==> src/rtl/arb_pkg.sv <==
// Package: shared types for the safe-handoff arbiter.
// Assumes: nothing; holds only the handoff action encoding.
package arb_pkg;

    // Decision the grant controller takes in a cycle.
    typedef enum logic [1:0] {
        ACT_HOLD    = 2'd0,  // keep the present grant vector
        ACT_GRANT   = 2'd1,  // bus unowned, grant the winner
        ACT_SWITCH  = 2'd2,  // transaction running, move grant directly
        ACT_RELEASE = 2'd3   // bus looks idle, drop grant for a dead clock
    } handoff_act_e;

endpackage

==> src/rtl/arb_prio_pick.sv <==
// Module: fixed-priority picker. The lowest set index of req wins.
// Assumes: req is already masked for ineligible masters.
module arb_prio_pick #(
    parameter int N = 4
) (
    input  logic [N-1:0] req,
    output logic [N-1:0] win
);

    // taken[i] is high when some index below i is requesting
    logic [N:0] taken;

    assign taken[0] = 1'b0;

    genvar gi;
    generate
        for (gi = 0; gi < N; gi++) begin : g_chain
            // Purpose: pass the winning slot down the priority chain
            assign win[gi]     = req[gi] & ~taken[gi];
            assign taken[gi+1] = taken[gi] | req[gi];
        end
    endgenerate

endmodule

==> src/rtl/arb_grant_ctrl.sv <==
// Module: grant register and handoff decision.
// Moves the grant directly while a transaction runs. On an idle-looking
// bus it releases first and regrants one clock later. It parks on the
// last owner when nobody eligible requests.
// Assumes: win is one-hot or zero, broken is registered status.
module arb_grant_ctrl
    import arb_pkg::*;
#(
    parameter int N = 4
) (
    input  logic         clk,
    input  logic         rst_n,
    input  logic [N-1:0] win,
    input  logic [N-1:0] req,
    input  logic [N-1:0] broken,
    input  logic         busy,
    output logic [N-1:0] gnt_q,
    output logic [N-1:0] gnt_nxt
);

    localparam logic [N-1:0] NONE = '0;

    handoff_act_e act;
    logic         owner_brk;

    assign owner_brk = |(gnt_q & broken);

    // Purpose: choose the handoff action and the next grant vector
    always_comb begin
        act     = ACT_HOLD;
        gnt_nxt = gnt_q;
        if (gnt_q == NONE) begin
            if (win != NONE) begin
                act     = ACT_GRANT;
                gnt_nxt = win;
            end
        end else if (win == gnt_q) begin
            act = ACT_HOLD;
        end else if (win == NONE && !owner_brk) begin
            act = ACT_HOLD;
        end else if (busy) begin
            act     = ACT_SWITCH;
            gnt_nxt = win;
        end else begin
            act     = ACT_RELEASE;
            gnt_nxt = NONE;
        end
    end

    // Purpose: register the grant vector
    always_ff @(posedge clk) begin
        if (!rst_n) gnt_q <= NONE;
        else        gnt_q <= gnt_nxt;
    end

    // never more than one owner
    p_one_owner_r2: assert property (@(posedge clk) disable iff (!rst_n)
        $onehot0(gnt_q));

    // a move between two owners without a gap needs a running transaction
    p_idle_gap_r5: assert property (@(posedge clk) disable iff (!rst_n)
        ($past(gnt_q) != NONE && gnt_q != NONE && gnt_q != $past(gnt_q))
        |-> $past(busy));

    // a new owner was requesting and had no eligible lower-index rival
    p_new_owner_req_r3: assert property (@(posedge clk) disable iff (!rst_n)
        (gnt_q != NONE && gnt_q != $past(gnt_q))
        |-> ((gnt_q & $past(req)) != NONE
             && ((gnt_q - N'(1)) & $past(req) & ~$past(broken)) == NONE));

    // a broken master is never handed a fresh grant
    p_no_broken_grant_r8: assert property (@(posedge clk) disable iff (!rst_n)
        (gnt_q != NONE && gnt_q != $past(gnt_q))
        |-> ((gnt_q & $past(broken)) == NONE));

endmodule

==> src/rtl/arb_stall_watch.sv <==
// Module: idle-owner watchdog and broken flags.
// Counts clocks in which the owner keeps requesting, the bus stays idle
// and the grant is not moving. On the LIMIT-th such clock the owner is
// flagged broken. Clears take precedence over a set in the same cycle.
// Assumes: gnt_q is one-hot or zero.
module arb_stall_watch #(
    parameter int N     = 4,
    parameter int LIMIT = 16
) (
    input  logic         clk,
    input  logic         rst_n,
    input  logic [N-1:0] gnt_q,
    input  logic [N-1:0] gnt_nxt,
    input  logic [N-1:0] req,
    input  logic         busy,
    input  logic [N-1:0] clr,
    output logic [N-1:0] broken
);

    localparam int            CW   = $clog2(LIMIT + 1);
    localparam logic [CW-1:0] LAST = CW'(LIMIT - 1);

    logic [CW-1:0] idle_cnt;
    logic          stalling;
    logic          expire;

    assign stalling = (gnt_q != '0) && (gnt_nxt == gnt_q) && !busy
                      && (|(gnt_q & req));
    assign expire   = stalling && (idle_cnt == LAST);

    // Purpose: count consecutive stalled-owner idle clocks
    always_ff @(posedge clk) begin
        if (!rst_n)                 idle_cnt <= '0;
        else if (!stalling || expire) idle_cnt <= '0;
        else                        idle_cnt <= idle_cnt + 1'b1;
    end

    // Purpose: set the owner's broken flag on expiry, clear on request
    always_ff @(posedge clk) begin
        if (!rst_n) broken <= '0;
        else        broken <= (broken | (expire ? gnt_q : '0)) & ~clr;
    end

    // the idle count never passes its limit
    p_cnt_bound_r7: assert property (@(posedge clk) disable iff (!rst_n)
        idle_cnt <= LAST);

    // a flag can only newly rise for the master that held the grant
    p_flag_owner_r7: assert property (@(posedge clk) disable iff (!rst_n)
        ((broken & ~$past(broken) & ~$past(gnt_q)) == '0));

    // a clear always wins at its edge
    p_clear_wins_r9: assert property (@(posedge clk) disable iff (!rst_n)
        ((broken & $past(clr)) == '0));

endmodule

==> src/rtl/safe_handoff_arbiter.sv <==
// Module: top of the safe-handoff bus arbiter.
// Converts active-low pins, masks broken masters out of the request set,
// and wires picker, grant controller and stall watchdog together.
// Assumes: all inputs synchronous to clk.
module safe_handoff_arbiter #(
    parameter int N          = 4,
    parameter int IDLE_LIMIT = 16
) (
    input  logic         clk,
    input  logic         rst_n,
    input  logic [N-1:0] req_n,
    input  logic         frame_n,
    input  logic         irdy_n,
    input  logic [N-1:0] brk_clr,
    output logic [N-1:0] gnt_n,
    output logic [N-1:0] broken
);

    logic [N-1:0] req;
    logic [N-1:0] elig;
    logic [N-1:0] win;
    logic [N-1:0] gnt_q;
    logic [N-1:0] gnt_nxt;
    logic         busy;

    // Purpose: decode pins into active-high requests and bus activity
    assign req   = ~req_n;
    assign busy  = ~frame_n | ~irdy_n;
    assign elig  = req & ~broken;
    assign gnt_n = ~gnt_q;

    arb_prio_pick #(.N(N)) u_pick (
        .req (elig),
        .win (win)
    );

    arb_grant_ctrl #(.N(N)) u_gnt (
        .clk     (clk),
        .rst_n   (rst_n),
        .win     (win),
        .req     (req),
        .broken  (broken),
        .busy    (busy),
        .gnt_q   (gnt_q),
        .gnt_nxt (gnt_nxt)
    );

    arb_stall_watch #(.N(N), .LIMIT(IDLE_LIMIT)) u_watch (
        .clk     (clk),
        .rst_n   (rst_n),
        .gnt_q   (gnt_q),
        .gnt_nxt (gnt_nxt),
        .req     (req),
        .busy    (busy),
        .clr     (brk_clr),
        .broken  (broken)
    );

    // out of reset nothing is granted and nothing is flagged
    p_reset_clean_r1: assert property (@(posedge clk)
        !rst_n |=> (gnt_n == '1 && broken == '0));

endmodule

==> config.mk <==
export PLATFORM = sky130hd
export DESIGN_NAME = safe_handoff_arbiter
export DESIGN_NICKNAME = d
export VERILOG_FILES = /design/src/rtl/arb_pkg.sv /design/src/rtl/arb_prio_pick.sv /design/src/rtl/arb_grant_ctrl.sv /design/src/rtl/arb_stall_watch.sv /design/src/rtl/safe_handoff_arbiter.sv
export SDC_FILE = /design/constraint.sdc
export NUM_CORES = 1
export LEC_CHECK = 0
export BUFFER_PORTS_ARGS = -buffer_cell sky130_fd_sc_hd__buf_4
export CAP_MARGIN = 10
export CORE_MARGIN = 5
export CORE_UTILIZATION = 40
export DETAILED_ROUTE_END_ITERATION = 7
export PLACE_DENSITY = 0.64
export SLEW_MARGIN = 10
export SYNTH_ARGS = -nofsm -noshare
export SYNTH_HDL_FRONTEND = slang
export SYNTH_HIERARCHICAL = 1
export SYNTH_SLANG_ARGS = --single-unit
==> constraint.sdc <==
create_clock -name clk -period 3.1 [get_ports clk]
set_clock_uncertainty 0.05 [all_clocks]
set_input_delay 0.93 -clock clk [delete_from_list [all_inputs] [get_ports clk]]
set_output_delay 0.93 -clock clk [all_outputs]
set_load 0.05 [all_outputs]
# --- After elaboration in Yosys (flattened, before gate mapping) ---
# Cells that the tools add are included.
totals:
  ff_bits: 13
  in_bits: 12
op_classes:
  eq_ne: 3
  mux: 6
  n_addsub: 1
  reduce_logical: 16
  bitwise: 21
op_table:
  columns: ["operator", "count"]
  rows:
  - ["4-bit two-way mux", 6]
  - ["4-bit AND", 4]
  - ["4-bit inverter", 4]
  - ["4-bit == test", 2]
  - ["4-bit logical NOT", 2]
  - ["4-bit nonzero test", 2]
  - ["4-bit OR reduction", 2]
  - ["1-bit inverter", 6]
  - ["5-bit by 1-bit adder with 5-bit output (second input constant)", 1]
  - ["5-bit by 4-bit == test with 1-bit output (second input constant)", 1]
  - ["1-bit logical AND", 5]
  - ["4-bit bitwise OR", 1]
  - ["1-bit AND", 3]
  - ["1-bit logical NOT", 3]
  - ["1-bit bitwise OR", 3]
  - ["2-bit OR reduction", 1]
  - ["1-bit logical OR", 1]

# --- Logic depth before layout (Yosys ltp) ---
logic_depth:
  depth_word: 19
  depth_mapped: 10

# --- Hierarchy ---
# The synthesis kept the hierarchy.
by_module_without_submodules:
  columns: ["module", "instances", "area_per_inst_um2", "cells_each", "seq_area_each_um2"]
  rows:
  - ["arb_stall_watch", 1, 439.2, 51, 180.2]
  - ["arb_grant_ctrl", 1, 277.8, 36, 80.1]
  - ["safe_handoff_arbiter", 1, 48.8, 13, 0.0]
  - ["arb_prio_pick", 1, 36.3, 4, 0.0]

# --- Least setup slack after synthesis ---
# No wires, ideal clock.
synth_path:
  path_type: "input-to-reg"
  startpoint: "in req_n[2]"
  endpoint: "reg u_watch.broken[0]"
  arrival_ns: 2.755
  path_buffers: 0
  required_ns: 2.970
  slack_ns: 0.215
  cell_stages: 10
  path_cell_list: "nor2_1 > nor3b_1 > xnor2_1 > and4_4 > o21ai_1 > nand3_1 > xor2_1 > a211oi_2 > a41oi_1 > nor3b_1"
synth_via:
  elab_cells_between_ends: 25
synth_rtl:
  columns: ["element", "line_no", "rtl"]
  rows:
  - ["from (decl)", "safe_handoff_arbiter.sv:11", "input logic [N-1:0] req_n,"]
  - ["4-bit inverter (*)", "safe_handoff_arbiter.sv:27", "assign req = ~req_n;"]
  - ["4-bit AND (*)", "safe_handoff_arbiter.sv:29", "assign elig = req & ~broken;"]
  - ["1-bit AND (*)", "arb_prio_pick.sv:19", "assign win[gi] = req[gi] & ~taken[gi];"]
  - ["named net win[2]", "safe_handoff_arbiter.sv:21", "logic [N-1:0] win;"]
  - ["4-bit logical NOT", "arb_grant_ctrl.sv:39", "end else if (win == NONE && !owner_brk) begin"]
  - ["1-bit logical AND", "arb_grant_ctrl.sv:39", null]
  - ["4-bit two-way mux", "arb_grant_ctrl.sv:39", null]
  - ["4-bit two-way mux", "arb_grant_ctrl.sv:37", "end else if (win == gnt_q) begin"]
  - ["4-bit two-way mux (*)", "arb_grant_ctrl.sv:32", "if (gnt_q == NONE) begin"]
  - ["named net gnt_nxt[3]", "safe_handoff_arbiter.sv:23", "logic [N-1:0] gnt_nxt;"]
  - ["4-bit == test (*)", "arb_stall_watch.sv:27", "assign stalling = (gnt_q != '0) && (gnt_nxt == gnt_q) && !busy"]
  - ["1-bit logical AND (*) (2 in series)", "arb_stall_watch.sv:27", null]
  - ["1-bit logical AND (*)", "arb_stall_watch.sv:28", "&& (|(gnt_q & req));"]
  - ["1-bit logical AND (*)", "arb_stall_watch.sv:29", "assign expire = stalling && (idle_cnt == LAST);"]
  - ["4-bit two-way mux (*)", "arb_stall_watch.sv:41", "else broken <= (broken | (expire ? gnt_q : '0)) & ~clr;"]
  - ["4-bit bitwise OR (*)", "arb_stall_watch.sv:41", null]
  - ["4-bit AND (*)", "arb_stall_watch.sv:41", null]
  - ["to (signal assigned)", "arb_stall_watch.sv:41", null]
  - ["to (decl)", "arb_stall_watch.sv:17", "output logic [N-1:0] broken"]
# Mark *: on every way through the listed nets, which the timed path passes. The rest lies on a longest branch.
# A chain may end at the register's enable or synchronous reset.

# --- Final worst setup path ---
layout_path:
  startpoint: "in req_n[1]"
  endpoint: "reg u_watch.idle_cnt[2]"
layout_via:
  elab_cells_between_ends: 28
layout_rtl:
  columns: ["element", "line_no", "rtl"]
  rows:
  - ["4-bit inverter (*)", "safe_handoff_arbiter.sv:27", null]
  - ["4-bit AND (*)", "safe_handoff_arbiter.sv:29", null]
  - ["named net elig[1]", "safe_handoff_arbiter.sv:20", "logic [N-1:0] elig;"]
  - ["1-bit AND (*)", "arb_prio_pick.sv:19", null]
  - ["named net win[1]", "safe_handoff_arbiter.sv:21", null]
  - ["4-bit logical NOT", "arb_grant_ctrl.sv:39", null]
  - ["1-bit logical AND", "arb_grant_ctrl.sv:39", null]
  - ["4-bit two-way mux", "arb_grant_ctrl.sv:39", null]
  - ["4-bit two-way mux", "arb_grant_ctrl.sv:37", null]
  - ["4-bit two-way mux (*)", "arb_grant_ctrl.sv:32", null]
  - ["named net gnt_nxt[3]", "safe_handoff_arbiter.sv:23", null]
  - ["4-bit == test (*)", "arb_stall_watch.sv:27", null]
  - ["1-bit logical AND (*) (2 in series)", "arb_stall_watch.sv:27", null]
  - ["1-bit logical AND (*)", "arb_stall_watch.sv:28", null]
  - ["1-bit logical NOT / 1-bit logical AND (equally long branches)", "arb_stall_watch.sv:34, arb_stall_watch.sv:29", null]
  - ["1-bit logical OR (*)", "arb_stall_watch.sv:34", "else if (!stalling || expire) idle_cnt <= '0;"]
  - ["2-bit OR reduction (no source line) (*)", null, null]
  - ["to (signal assigned)", "arb_stall_watch.sv:35", "else idle_cnt <= idle_cnt + 1'b1;"]
  - ["to (decl)", "arb_stall_watch.sv:23", "logic [CW-1:0] idle_cnt;"]
# Marked as above.

==> reports/metrics.cfg <==
[clocking]
cts_tree = yes
h-tree-depth = 1
holdBufCountCts = 0
cts_resized = 0
postCtsSetupBuffers = 0
clockRootBuffer = clkbuf_4
clock_latency_ns = 0.27
clock_sinks = 13
cts_buffers = 3
clk_pin_slew_ns = 0.07
clock_path_buffers = 2

[power_and_ir_drop]
leakage_nw = 0.432
sequentialPowerShare_pct = 45.0
pwr_density_cell_nw_per_um2 = 406
netSwitchingFraction_pct = 33.4
power_frac_clock_pct = 24.1
combPwrFrac_pct = 31.0
p_sw_uw = 139
peakVddDrop_mv = 0.265
intPower_uw = 278
fin_total_pwr_uw = 417

[die]
die_area_um2 = 3000
ios = 20
die_w_um = 54.8
fp.dieH_um = 54.8
placementRows = 16
core_area_um2 = 1940
start_util_pct = 41.3

[yosys]
post-synth-top-area-cell = dfxtp_1
synth_top_area_share_pct = 32.4
synth.avg_cell_area_um2 = 7.71
ys_warn_count = 6
seq_area_frac_synth_pct = 32.4
synthCells = 104
synth_seq_cells = 13
syn_nets = 118
ys_types = 27
syn_area_um2 = 802
synth_area_leaders = dfxtp_1 32%, nand3_1 5.6%, inv_1 5.6%

[worst_hold_path]
hold_depth = 1
worst_hold_path.endpoint = u_watch/idle_cnt[0]
holdCritPathClass = reg2reg
min_from = u_watch/idle_cnt[0]

[layout]
nFillCells = 199
areaGrowthSynthToFinish_pct = 28.1
layout-drive-gt1-share_pct = 23.8
antennaDiodeCount = 0
num-nets-final = 145
multi_input_area_um2 = 489
seq_area_um2 = 260

[routing]
final_antenna_net_count = 0
wl_um = 1930
via_per_inst = 5.14
first_pass_iters = 4
drtIter0Drc = 16
vias = 807
wl_per_cell_um = 12.3
drc = 0

[grt]
antenna_found_initial = 0
grt_pass1_vias = 758
grt_pass1_wl_um = 3110
grt_overflow_total = 0
grt_max_degree = 11
grt_usage_pct = 14.4

[timing]
drv_slew = 0
hold_ws_ns = 0.398
rsz0062_at_grt = no
post-route-period-util_pct = 93.8
relSlewSlack_pct = 72.5
hold_viol_final = 0
period_needed_ns = 2.91
worst_pin_slew_ns = 0.408
setup_viol = 0
timing.fmax_mhz = 344
fin_setup_tns_ns = 0

[placement]
io_buffers = 19
gp_congestion = 0.878
detailedPlacementHpwl_um = 1520

[worst_setup_path]
crit_chain = buf_4 -> nor2_1 -> nor2b_1 -> xnor2_1 -> nand4_1 -> nand3_1 -> nand3_1 -> xor2_1 -> a211oi_2 -> nand4_1 -> nor2_1
cpPeakStageDelay_ns = 0.31
cp.arrival_ns = 3.06
r2r_cells = 11
worst_setup_path_start_kind = primary input
r2r-start = u_watch/broken[0]
worstSetupEndpointType = flip-flop
worstPathRequired_ns = 3.25
slowest_stage = nor2b_1
r2r-end = u_watch/idle_cnt[2]
reg2reg_slack_ns = 0.57
critPathKind = in2reg
crit_fanout = 5

[status]
status = complete, no violations

[flow_run]
drv_cap = 0

-- cell type report --
cell class / count / share of cell area (%)
Sequential cell: 13 / 25.3
Multi-Input combinational cell: 78 / 47.6
Timing Repair Buffer: 23 / 16.8
Clock buffer: 4 / 2.56
Tap cell: 27 / 3.29
Inverter: 12 / 4.38
-- Yosys cell counts, drive strengths merged --
master and n:
a211oi 1, a21oi 1, a22oi 4, a31oi 4, a41oi 1, and2b 1, and3 2, and4 1
buf 1, dfxtp 13, ha 2, inv 12, nand2 11, nand3 9, nand4 3, nor2 9
nor2b 6, nor3 1, nor3b 2, nor4 3, nor4b 1, o21ai 7, xnor2 5, xor2 4
-- worst max-delay path by stage --
stage | from | slack (ns) | to
floorplan | req_n[2] | 0.22 | u_watch/broken[0]
global placement | req_n[0] | 0.03 | u_watch/idle_cnt[2]
finish | req_n[1] | 0.19 | u_watch/idle_cnt[2]
detailed placement | req_n[0] | -0.06 | u_watch/idle_cnt[2]
global route | req_n[1] | 0.008 | u_watch/broken[1]
CTS | req_n[0] | 0.21 | u_watch/idle_cnt[2]
-- power groups by stage --
stage / sequential, mW / clock [mW] / combinational (mW)
after floorplan: 0.187 / 0 / 0.0929
after global placement: 0.192 / 0 / 0.126
after detailed placement: 0.192 / 0 / 0.128
after CTS: 0.188 / 0.104 / 0.128
after global routing: 0.189 / 0.112 / 0.141
final: 0.188 / 0.100 / 0.129
-- routing by layer --
metal	GRT usage [%]	part of all wire [%]
met1	16.8	45
met2	23.8	46
met3	5.72	8.1
met4	4.56	0.36
met5	0	0
-- metrics by stage --
step	worst slack [ns]	area, um2	utilization [%]	std cells
after CTS	0.214	1030	52.9	157
after detailed placement	-0.0561	1000	51.5	153
after global placement	0.0285	1000	51.5	153
after floorplan	0.215	802	-	104
final	0.192	1030	52.9	157
after global routing	0.00768	1030	52.9	157
-- worst max-delay path: cells and delay by family --
family                 cells  cell delay, ns
AND/OR/NAND/NOR            7            1.40
AO/OA/AOI/OAI              1            0.29
XOR/XNOR                   2            0.33
buffers and inverters      1            0.11
-- registers in the layout, summed over array words and instances, names as in the netlist --
name,count
u_watch/idle_cnt,5
u_watch/broken,4
u_gnt/gnt_q,4
-- kinds of logic after synthesis --
logic type / count (synthesis) / synth area share [%]
fa+ha+maj: 2 / 3.12
compound gates: 18 / 14.5
simple gates: 49 / 33.5
flops: 13 / 32.4
xor+xnor: 9 / 9.83
buf+inv: 13 / 6.55
-- layout by cell type, fill, tap and decap left out, drive strengths merged --
cell type / count
a211oi: 1
a21oi: 1
a22oi: 4
a31oi: 4
a41oi: 1
and2b: 1
and3: 2
and4: 1
buf: 23
clkbuf: 4
dfxtp: 13
ha: 2
inv: 12
nand2: 11
nand3: 9
nand4: 3
nor2: 9
nor2b: 6
nor3: 1
nor3b: 2
nor4: 3
nor4b: 1
o21ai: 7
xnor2: 5
xor2: 4
Power figures use the tool's default switching activity.
